==> src/rtl/usec_timer_pkg.sv <==
package usec_timer_pkg;
    localparam int OFF_WLO   = 0;
    localparam int OFF_WHI   = 1;
    localparam int OFF_RLO   = 2;
    localparam int OFF_RHI   = 3;
    localparam int OFF_ALARM = 4;
    localparam int OFF_ARMED = 8;
    localparam int OFF_RAWLO = 9;
    localparam int OFF_PAUSE = 10;
    localparam int OFF_IRAW  = 11;
    localparam int OFF_IEN   = 12;

    typedef enum logic {
        LATCH_OPEN = 1'b0,
        LATCH_HELD = 1'b1
    } latch_state_t;
endpackage

==> src/rtl/ut_counter.sv <==
module ut_counter #(
    parameter int CNT_W = 64
) (
    input  logic             clk,
    input  logic             rst_n,
    input  logic             tick,
    input  logic             pause,
    input  logic             load,
    input  logic [CNT_W-1:0] load_val,
    output logic [CNT_W-1:0] cnt
);
    always_ff @(posedge clk) begin
        if (!rst_n)              cnt <= '0;
        else if (load)           cnt <= load_val;
        else if (tick && !pause) cnt <= cnt + CNT_W'(1);
    end


    tick_step_chk: assert property (@(posedge clk) disable iff (!rst_n)
        (tick && !pause && !load) |=> (cnt == $past(cnt) + CNT_W'(1)));

    pause_hold_chk: assert property (@(posedge clk) disable iff (!rst_n)
        (pause && !load) |=> $stable(cnt));

    load_value_chk: assert property (@(posedge clk) disable iff (!rst_n)
        load |=> (cnt == $past(load_val)));
endmodule

==> src/rtl/ut_hilatch.sv <==
module ut_hilatch
    import usec_timer_pkg::*;
#(
    parameter int HALF_W = 32
) (
    input  logic              clk,
    input  logic              rst_n,
    input  logic              rd_lo,
    input  logic              rd_hi,
    input  logic [HALF_W-1:0] live_hi,
    output logic [HALF_W-1:0] hi_view
);
    latch_state_t      state_q, state_d;
    logic [HALF_W-1:0] held_q;

    always_ff @(posedge clk) begin
        if (!rst_n) state_q <= LATCH_OPEN;
        else        state_q <= state_d;
    end

    always_ff @(posedge clk) begin
        if (!rst_n)     held_q <= '0;
        else if (rd_lo) held_q <= live_hi;
    end

    always_comb begin
        state_d = state_q;
        unique case (state_q)
            LATCH_OPEN: if (rd_lo) state_d = LATCH_HELD;
            LATCH_HELD: if (rd_hi) state_d = LATCH_OPEN;
            default:    state_d = LATCH_OPEN;
        endcase
    end

    always_comb begin
        unique case (state_q)
            LATCH_HELD: hi_view = held_q;
            default:    hi_view = live_hi;
        endcase
    end


    capture_state_chk: assert property (@(posedge clk) disable iff (!rst_n)
        rd_lo |=> (state_q == LATCH_HELD));

    capture_value_chk: assert property (@(posedge clk) disable iff (!rst_n)
        rd_lo |=> (hi_view == $past(live_hi)));
endmodule

==> src/rtl/ut_alarm.sv <==
module ut_alarm #(
    parameter int HALF_W = 32
) (
    input  logic              clk,
    input  logic              rst_n,
    input  logic              wr,
    input  logic [HALF_W-1:0] wdata,
    input  logic              disarm,
    input  logic [HALF_W-1:0] cnt_lo,
    output logic              armed,
    output logic              fire,
    output logic [HALF_W-1:0] target
);
    assign fire = armed && (cnt_lo == target) && !wr && !disarm;

    always_ff @(posedge clk) begin
        if (!rst_n) begin
            armed  <= 1'b0;
            target <= '0;
        end else if (wr) begin
            armed  <= 1'b1;
            target <= wdata;
        end else if (disarm || fire) begin
            armed  <= 1'b0;
        end
    end


    self_disarm_chk: assert property (@(posedge clk) disable iff (!rst_n)
        fire |=> !armed);

    arm_on_write_chk: assert property (@(posedge clk) disable iff (!rst_n)
        wr |=> (armed && target == $past(wdata)));

    disarm_chk: assert property (@(posedge clk) disable iff (!rst_n)
        (disarm && !wr) |=> !armed);
endmodule

==> src/rtl/usec_timer.sv <==
module usec_timer
    import usec_timer_pkg::*;
#(
    parameter int CNT_W      = 64,
    parameter int NUM_ALARMS = 4,
    parameter int ADDR_W     = 4
) (
    input  logic                  clk,
    input  logic                  rst_n,
    input  logic                  tick_i,
    input  logic                  bus_sel,
    input  logic                  bus_wr,
    input  logic [ADDR_W-1:0]     bus_addr,
    input  logic [CNT_W/16-1:0]   bus_be,
    input  logic [CNT_W/2-1:0]    bus_wdata,
    output logic [CNT_W/2-1:0]    bus_rdata,
    output logic [NUM_ALARMS-1:0] irq
);
    localparam int HALF_W = CNT_W / 2;
    localparam int BE_W   = HALF_W / 8;

    logic                  wr_ok, rd_ok;
    logic [HALF_W-1:0]     staged_q;
    logic                  pause_q;
    logic [NUM_ALARMS-1:0] iraw_q, ien_q, iraw_clr;
    logic [NUM_ALARMS-1:0] alm_wr, alm_disarm, armed, fire;
    logic [HALF_W-1:0]     target [NUM_ALARMS];
    logic [CNT_W-1:0]      cnt;
    logic [HALF_W-1:0]     hi_view;
    logic                  load;

    assign wr_ok = bus_sel && bus_wr && (bus_be == {BE_W{1'b1}});
    assign rd_ok = bus_sel && !bus_wr;
    assign load  = wr_ok && (bus_addr == ADDR_W'(OFF_WHI));

    always_ff @(posedge clk) begin
        if (!rst_n) begin
            staged_q <= '0;
            pause_q  <= 1'b0;
            ien_q    <= '0;
        end else if (wr_ok) begin
            if (bus_addr == ADDR_W'(OFF_WLO))   staged_q <= bus_wdata;
            if (bus_addr == ADDR_W'(OFF_PAUSE)) pause_q  <= bus_wdata[0];
            if (bus_addr == ADDR_W'(OFF_IEN))   ien_q    <= bus_wdata[NUM_ALARMS-1:0];
        end
    end

    ut_counter #(.CNT_W(CNT_W)) u_cnt (
        .clk      (clk),
        .rst_n    (rst_n),
        .tick     (tick_i),
        .pause    (pause_q),
        .load     (load),
        .load_val ({bus_wdata, staged_q}),
        .cnt      (cnt)
    );

    ut_hilatch #(.HALF_W(HALF_W)) u_latch (
        .clk     (clk),
        .rst_n   (rst_n),
        .rd_lo   (rd_ok && bus_addr == ADDR_W'(OFF_RLO)),
        .rd_hi   (rd_ok && bus_addr == ADDR_W'(OFF_RHI)),
        .live_hi (cnt[CNT_W-1:HALF_W]),
        .hi_view (hi_view)
    );

    for (genvar i = 0; i < NUM_ALARMS; i++) begin : g_alarm
        assign alm_wr[i]     = wr_ok && (bus_addr == ADDR_W'(OFF_ALARM + i));
        assign alm_disarm[i] = wr_ok && (bus_addr == ADDR_W'(OFF_ARMED)) && bus_wdata[i];
        assign iraw_clr[i]   = wr_ok && (bus_addr == ADDR_W'(OFF_IRAW)) && bus_wdata[i];

        ut_alarm #(.HALF_W(HALF_W)) u_alarm (
            .clk    (clk),
            .rst_n  (rst_n),
            .wr     (alm_wr[i]),
            .wdata  (bus_wdata),
            .disarm (alm_disarm[i]),
            .cnt_lo (cnt[HALF_W-1:0]),
            .armed  (armed[i]),
            .fire   (fire[i]),
            .target (target[i])
        );
    end

    always_ff @(posedge clk) begin
        if (!rst_n) iraw_q <= '0;
        else        iraw_q <= fire | (iraw_q & ~iraw_clr);
    end

    assign irq = iraw_q & ien_q;

    always_comb begin
        bus_rdata = '0;
        if (rd_ok) begin
            if (bus_addr == ADDR_W'(OFF_WLO))   bus_rdata = staged_q;
            if (bus_addr == ADDR_W'(OFF_RLO))   bus_rdata = cnt[HALF_W-1:0];
            if (bus_addr == ADDR_W'(OFF_RHI))   bus_rdata = hi_view;
            if (bus_addr == ADDR_W'(OFF_ARMED)) bus_rdata = HALF_W'(armed);
            if (bus_addr == ADDR_W'(OFF_RAWLO)) bus_rdata = cnt[HALF_W-1:0];
            if (bus_addr == ADDR_W'(OFF_PAUSE)) bus_rdata = HALF_W'(pause_q);
            if (bus_addr == ADDR_W'(OFF_IRAW))  bus_rdata = HALF_W'(iraw_q);
            if (bus_addr == ADDR_W'(OFF_IEN))   bus_rdata = HALF_W'(ien_q);
            for (int k = 0; k < NUM_ALARMS; k++)
                if (bus_addr == ADDR_W'(OFF_ALARM + k)) bus_rdata = target[k];
        end
    end


    raw_set_chk: assert property (@(posedge clk) disable iff (!rst_n)
        (|fire) |=> ((iraw_q & $past(fire)) == $past(fire)));

    partial_write_chk: assert property (@(posedge clk) disable iff (!rst_n)
        (bus_sel && bus_wr && bus_be != {BE_W{1'b1}}) |=> ($stable(ien_q) && $stable(pause_q)));
endmodule

==> config.mk <==
export PLATFORM = sky130hd
export DESIGN_NAME = usec_timer
export DESIGN_NICKNAME = d
export VERILOG_FILES = /design/src/rtl/usec_timer_pkg.sv /design/src/rtl/ut_counter.sv /design/src/rtl/ut_hilatch.sv /design/src/rtl/ut_alarm.sv /design/src/rtl/usec_timer.sv
export SDC_FILE = /design/constraint.sdc
export NUM_CORES = 1
export LEC_CHECK = 0
export BUFFER_PORTS_ARGS = -buffer_cell sky130_fd_sc_hd__buf_2
export CAP_MARGIN = 20
export CORE_MARGIN = 3
export CORE_UTILIZATION = 50
export CTS_BUF_LIST = sky130_fd_sc_hd__clkbuf_16
export DETAILED_ROUTE_END_ITERATION = 8
export GPL_TIMING_DRIVEN = 0
export HOLD_SLACK_MARGIN = 0.08
export MAX_ROUTING_LAYER = met4
export PLACE_DENSITY = 0.67
export SLEW_MARGIN = 20
export SYNTH_ARGS = -nofsm -noshare
export SYNTH_HDL_FRONTEND = slang
export SYNTH_SLANG_ARGS = --single-unit
==> constraint.sdc <==
create_clock -name clk -period 3.39 [get_ports clk]
set_clock_uncertainty 0.15 [all_clocks]
set_input_delay 0.339 -clock clk [delete_from_list [all_inputs] [get_ports clk]]
set_output_delay 0.339 -clock clk [all_outputs]
set_load 0.005 [all_outputs]
=== Word-level counts from Yosys, hierarchy flattened ===
Cells that the tools add are included.

* Add/sub/neg operators: 1
* Eq/ne operators: 17
* Muxes and demuxes: 27
* Bitwise gates (word level): 5
* Reduce and logical (&&, ||, !) cells: 56

{| class="wikitable"
|+ Operator list
! operator !! count
|-
| 32-bit 2-to-1 mux || 14
|-
| 32-bit == test || 4
|-
| 64-bit 2-to-1 mux || 2
|-
| 64-bit by 1-bit adder with 64-bit output, second input constant || 1
|-
| 1-bit logical AND || 33
|-
| 4-bit == test, second input constant || 6
|-
| 4-bit by 3-bit == test with 1-bit output, second input constant || 4
|-
| 1-bit logical NOT || 10
|-
| 1-bit 2-to-1 mux || 10
|-
| 2-bit nonzero test || 5
|-
| 4-bit bitwise AND || 2
|-
| 4-bit by 2-bit == test with 1-bit output, second input constant || 2
|-
| 2-bit AND reduction || 3
|-
| 4-bit by 1-bit == test with 1-bit output, second input constant || 1
|-
| 4-bit logical NOT || 1
|-
| 1-bit logical OR || 4
|-
| 4-bit NOT || 1
|-
| 4-bit bitwise OR || 1
|-
| 1-bit one-hot mux with 2 select lines || 1
|-
| 1-bit NOT || 1
|}

* Flip-flop bits (word level): 270
* Input port bits: 45
* Output and inout bits: 36
* Word-level logic and storage cells: 121

=== Logic depth before layout (Yosys ltp) ===
* Word-level depth: 14
* Depth in mapped cells: 9
* Depth with buffers taken out: 7

=== By module ===
Synthesis repeated with hierarchy kept, for this count alone.

* Cell total of the unflattened synthesis: 1944
* Area total of the unflattened synthesis: 16861.2 sq um

{| class="wikitable"
|+ Modules (own cells, without submodules)
! module !! instances !! cells each !! area each (sq um) !! sequential area each (sq um)
|-
| ut_alarm || 4 || 152 || 1592.8 || 660.6
|-
| usec_timer || 1 || 684 || 4773.3 || 820.8
|-
| ut_counter || 1 || 510 || 3917.5 || 1281.2
|-
| ut_hilatch || 1 || 142 || 1799.2 || 660.6
|}

=== Least setup slack after synthesis ===
Ideal clock, no wire load.

* Path type: register to output
* Start: reg u_latch.state_q
* End: out bus_rdata[23]
* Arrival time: 1.901 ns
* Data required time: 2.901 ns
* Slack: 1.000 ns
* Cell stages (with the launch flop): 9
* Path through: dfxtp_1 -> buf_2 -> buf_2 -> buf_1 -> mux2i_1 -> o22ai_1 -> nand2_1 -> a31oi_1 -> a221o_1

* Cells in the longest elaborated chain, start to end: 12

{| class="wikitable"
|+ Ends and longest elaborated chain
! item !! line !! RTL
|-
| start, declared || ut_hilatch.sv:13 || <nowiki>latch_state_t state_q, state_d;</nowiki>
|-
| start signal, assigned || ut_hilatch.sv:18 || <nowiki>else state_q <= state_d;</nowiki>
|-
| 32-bit 2-to-1 mux || ut_hilatch.sv:36 || <nowiki>unique case (state_q)</nowiki>
|-
| 32-bit 2-to-1 mux || usec_timer.sv:97 || <nowiki>if (bus_addr == ADDR_W'(OFF_RHI)) bus_rdata = hi_view;</nowiki>
|-
| 32-bit 2-to-1 mux || usec_timer.sv:98 || <nowiki>if (bus_addr == ADDR_W'(OFF_ARMED)) bus_rdata = HALF_W'(armed);</nowiki>
|-
| 32-bit 2-to-1 mux || usec_timer.sv:99 || <nowiki>if (bus_addr == ADDR_W'(OFF_RAWLO)) bus_rdata = cnt[HALF_W-1:0];</nowiki>
|-
| 32-bit 2-to-1 mux || usec_timer.sv:100 || <nowiki>if (bus_addr == ADDR_W'(OFF_PAUSE)) bus_rdata = HALF_W'(pause_q);</nowiki>
|-
| 32-bit 2-to-1 mux || usec_timer.sv:101 || <nowiki>if (bus_addr == ADDR_W'(OFF_IRAW)) bus_rdata = HALF_W'(iraw_q);</nowiki>
|-
| 32-bit 2-to-1 mux || usec_timer.sv:102 || <nowiki>if (bus_addr == ADDR_W'(OFF_IEN)) bus_rdata = HALF_W'(ien_q);</nowiki>
|-
| 32-bit 2-to-1 mux (4 in a row) || usec_timer.sv:104 || <nowiki>if (bus_addr == ADDR_W'(OFF_ALARM + k)) bus_rdata = target[k];</nowiki>
|-
| 32-bit 2-to-1 mux || usec_timer.sv:94 || <nowiki>if (rd_ok) begin</nowiki>
|-
| end, declared || usec_timer.sv:16 || <nowiki>output logic [CNT_W/2-1:0] bus_rdata,</nowiki>
|}

No other way between the ends.

=== Worst setup path in the final report ===
* Start: in bus_addr[0]
* End: out bus_rdata[7]

* Cells in the longest elaborated chain, start to end: 14
* Elaborated cells on any way between the ends: 25
* Classes of those cells: 11 x eq/ne; 13 x mux; 1 x reduce/logical

{| class="wikitable"
|+ Ends and longest elaborated chain
! item !! line !! RTL
|-
| start, declared || usec_timer.sv:13 || <nowiki>input logic [ADDR_W-1:0] bus_addr,</nowiki>
|-
| 4-bit logical NOT || usec_timer.sv:95 || <nowiki>if (bus_addr == ADDR_W'(OFF_WLO)) bus_rdata = staged_q;</nowiki>
|-
| 32-bit 2-to-1 mux || usec_timer.sv:95 ||
|-
| 32-bit 2-to-1 mux || usec_timer.sv:96 || <nowiki>if (bus_addr == ADDR_W'(OFF_RLO)) bus_rdata = cnt[HALF_W-1:0];</nowiki>
|-
| 32-bit 2-to-1 mux || usec_timer.sv:97 ||
|-
| 32-bit 2-to-1 mux || usec_timer.sv:98 ||
|-
| 32-bit 2-to-1 mux || usec_timer.sv:99 ||
|-
| 32-bit 2-to-1 mux || usec_timer.sv:100 ||
|-
| 32-bit 2-to-1 mux || usec_timer.sv:101 ||
|-
| 32-bit 2-to-1 mux || usec_timer.sv:102 ||
|-
| 32-bit 2-to-1 mux (3 in a row) || usec_timer.sv:104 ||
|-
| 32-bit 2-to-1 mux * || usec_timer.sv:104 ||
|-
| 32-bit 2-to-1 mux * || usec_timer.sv:94 ||
|}

Every way passes the cells marked *; elsewhere a longest branch is shown, timed or not.

==> results_dict.tcl <==
set metrics [dict create \
    status "finished clean" \
    ant_nets 0 \
    ys_types 59 \
    startpoint "bus_addr[0]" \
    cts_root_buf "clkbuf_16" \
    io_pins 81 \
    netlist_area_um2 15280 \
    avgSynthCellArea_um2 8.001 \
    p_int_mw 5.446 \
    fin_cells 2463 \
    worstPathMaxFanout 10 \
    gr-total-overflow 0 \
    tightest_slew_ns 1.095 \
    drc 0 \
    p_clk_share_pct 49.3 \
    gp_congestion 1.073 \
    cp-start-kind "input pin" \
    slew_headroom_pct 26.41 \
    synth_edf_count 0 \
    seq_area_um2 5405 \
    ys_seq_area_share_pct 35.37 \
    nFillCells 2819 \
    finalCritPeriodShare_pct 99.36 \
    clock_latency_ns 0.52 \
    pwr-share-seq_pct 43.8 \
    setup_viol 0 \
    power.density_nw_per_um2 413.5 \
    grt_pass1_vias 14370 \
    placed_area_um2 16160 \
    end_kind "output pin" \
    rsz0062_at_grt "yes" \
    p_sw_share_pct 25.09 \
    vias 15430 \
    port_buffers 75 \
    final_core_util_pct 58.86 \
    drt_iter0_drc 1986 \
    die_w_um 180.8 \
    syn-num-nets 1956 \
    synth_warnings 0 \
    synthFlopType "dfxtp_1" \
    max_freq_ghz 0.2969 \
    p_sw_mw 1.824 \
    die_y_um 180.8 \
    antenna_found_initial 1 \
    max-cap-violations 0 \
    postSynthCellCount 1910 \
    cts_tree "done" \
    viasPerCell 6.263 \
    yosys_register_bits 270 \
    wl_per_cell_um 26.27 \
    rows 63 \
    core_area_um2 29870 \
    dp_cells 2377 \
    final_hold_viol_count 0 \
    async_flop_share_pct 0 \
    multiInputGateArea_um2 9133 \
    combinationalPowerShare_pct 6.9 \
    grt_max_degree 13 \
    die_area_um2 32700 \
    h-tree-depth 2 \
    postCtsSetupRepairBufs 0 \
    grt_pass1_wl_mm 93.87 \
    cts_sinks 270 \
    drive_above_1_share_pct 9.990 \
    arrival_ns 2.88 \
    fin_nets 2097 \
    track_usage_pct 39.10 \
    clkTransAtPathRegs_ns 0.06 \
    hpwl_mm 48.74 \
    ir_worst_vdd_mv 0.3578 \
    worstHoldStart "rst_n" \
    initial_core_util_pct 51.15 \
    wl_mm 64.72 \
    hp-class "in -> reg" \
    crit_required_ns 2.90 \
    area_growth_pct 15.06 \
    cts_made_buffers 34 \
    drt-pass1-iter-count 5 \
    setup_slack_ns 0.02178 \
    path_class "in -> out" \
    postLayoutCellArea_um2 17580 \
    drv_slew 0 \
    dp_slack_ns -0.2516 \
    p_leak_nw 6.075 \
    cts_max_path_buffers 3 \
    r2r-start "u_cnt.cnt[7]" \
    finalCriticalPeriod_ns 3.368 \
]
## repair_timing
action,in CTS,in global routing
setup endpoints to repair,20,29
gates cloned,0,0
hold buffers,28,0
resized for setup,5,25
pin swaps,0,0
hold endpoints to repair,142,0
## registers in the layout, indices dropped and copies added, names as in the netlist
register and flops:
u_latch.held_q 32, ien_q 4, u_latch.state_q 1, pause_q 1
g_alarm.u_alarm.armed 4, u_cnt.cnt 64, g_alarm.u_alarm.target 128, iraw_q 4
staged_q 32
## critical path: stages
cell	delay (ns)
buf_2	0.14
clkbuf_1	0.35
clkbuf_2	0.36
clkbuf_1	0.69
o22ai_1	0.19
nand2_1	0.19
a31oi_1	0.13
a221o_1	0.34
buf_2	0.14
## power groups by stage
stage | Combinational [mW] | Sequential [mW] | Clock [mW]
2_1_floorplan | 0.234 | 3.25 | 0
3_3_place_gp | 0.449 | 3.25 | 0
3_5_place_dp | 0.450 | 3.25 | 0
4_1_cts | 0.477 | 3.18 | 3.58
5_1_grt | 0.518 | 3.18 | 3.72
6_report | 0.504 | 3.18 | 3.58
## worst paths after layout
| kind | to | slack, ns | cells after the start |
|---|---|---|---|
| min | iraw_q[2] | 0.20 | 4 |
| min reg2reg | u_latch.held_q[16] | 0.30 | 2 |
| max | bus_rdata[7] | 0.02 | 9 |
| max reg2reg | u_cnt.cnt[22] | 0.12 | 7 |
## layer usage
layer  wire length (µm)  share of wire, %  global-route usage [%]  up-vias
li1                   -                 -                       -     6941
met4               2808               4.3                   14.71        0
met5                  0                 0                       -        -
met3               7013                11                   8.013      165
met1              26100                40                   51.04     7415
met2              28800                44                   59.99      905
## cells in the mapped netlist, drive strengths merged, types with 13 or more instances
cell type | number | area [µm²]
nor3 | 22 | 121.4
nor4 | 21 | 232.7
nand4 | 49 | 340.3
o21ai | 81 | 405.4
a22oi | 30 | 225.2
dfxtp | 270 | 5405
clkbuf | 122 | 457.9
a31oi | 28 | 175.2
o22ai | 35 | 219.0
nand3 | 35 | 175.2
xor2 | 56 | 490.5
a21boi | 197 | 1479
nor2b | 13 | 81.33
xnor2 | 130 | 1139
buf | 50 | 296.5
a221o | 27 | 270.3
o211a | 20 | 200.2
a21oi | 52 | 260.3
mux2i | 70 | 700.7
and3 | 15 | 93.84
nor2 | 25 | 93.84
nand2 | 473 | 1775
nand2b | 14 | 87.58
## placed cells by master (no fill, tap or decap), types with 14 or more instances in the layout
cell type / n
clkbuf_1: 116
mux2i_1: 68
buf_2: 107
xnor2_1: 130
a21boi_1: 41
inv_1: 14
clkbuf_16: 37
dlygate4sd3_1: 28
a22oi_1: 30
a21boi_0: 156
dfxtp_1: 270
and3_1: 15
a31oi_1: 28
nand2_1: 473
nand2b_1: 14
o21ai_0: 78
nand3_1: 35
nand4_1: 45
a221o_1: 27
nor3_1: 19
xor2_1: 56
a21oi_1: 52
o22ai_1: 35
o211a_1: 20
nor2_1: 21
## stage by stage
stage | setup TNS, ns | power, mW | hold WS [ns]
final | 0 | 7.270 | 0.2006
after global routing | -0.01043 | 7.415 | 0.2007
after CTS | 0 | 7.238 | 0.1901
after detailed placement | -2.553 | 3.702 | 0.2981
after global placement | -4.409 | 3.701 | 0.2909
after floorplan | 0 | 3.485 | 0.2847
## cells by family (layout without fill, tap and decap cells)
| family | count (synthesis) | count (layout) | share of synthesized area [%] |
|---|---|---|---|
| simple gates | 703 | 703 | 21.47 |
| flops | 270 | 270 | 35.37 |
| compound gates | 496 | 496 | 22.61 |
| buf+inv | 184 | 346 | 5.232 |
| fa+ha+maj | 1 | 1 | 0.08186 |
| xor+xnor | 186 | 186 | 10.66 |
| other cells | 0 | 1 | 0 |
| mux | 70 | 70 | 4.585 |
## cell type report
cell class | count | share of cell area, %
diodes | 1 | 0.01423
plain buffers | 172 | 4.383
clock buffers | 37 | 5.265
clock inverters | 20 | 0.8325
inverters | 12 | 0.2562
multi-input cells | 1456 | 51.94
flip-flops and latches | 270 | 30.74
well taps | 390 | 2.775
repair buffers | 105 | 3.800
(Power assumes the default switching activity.)
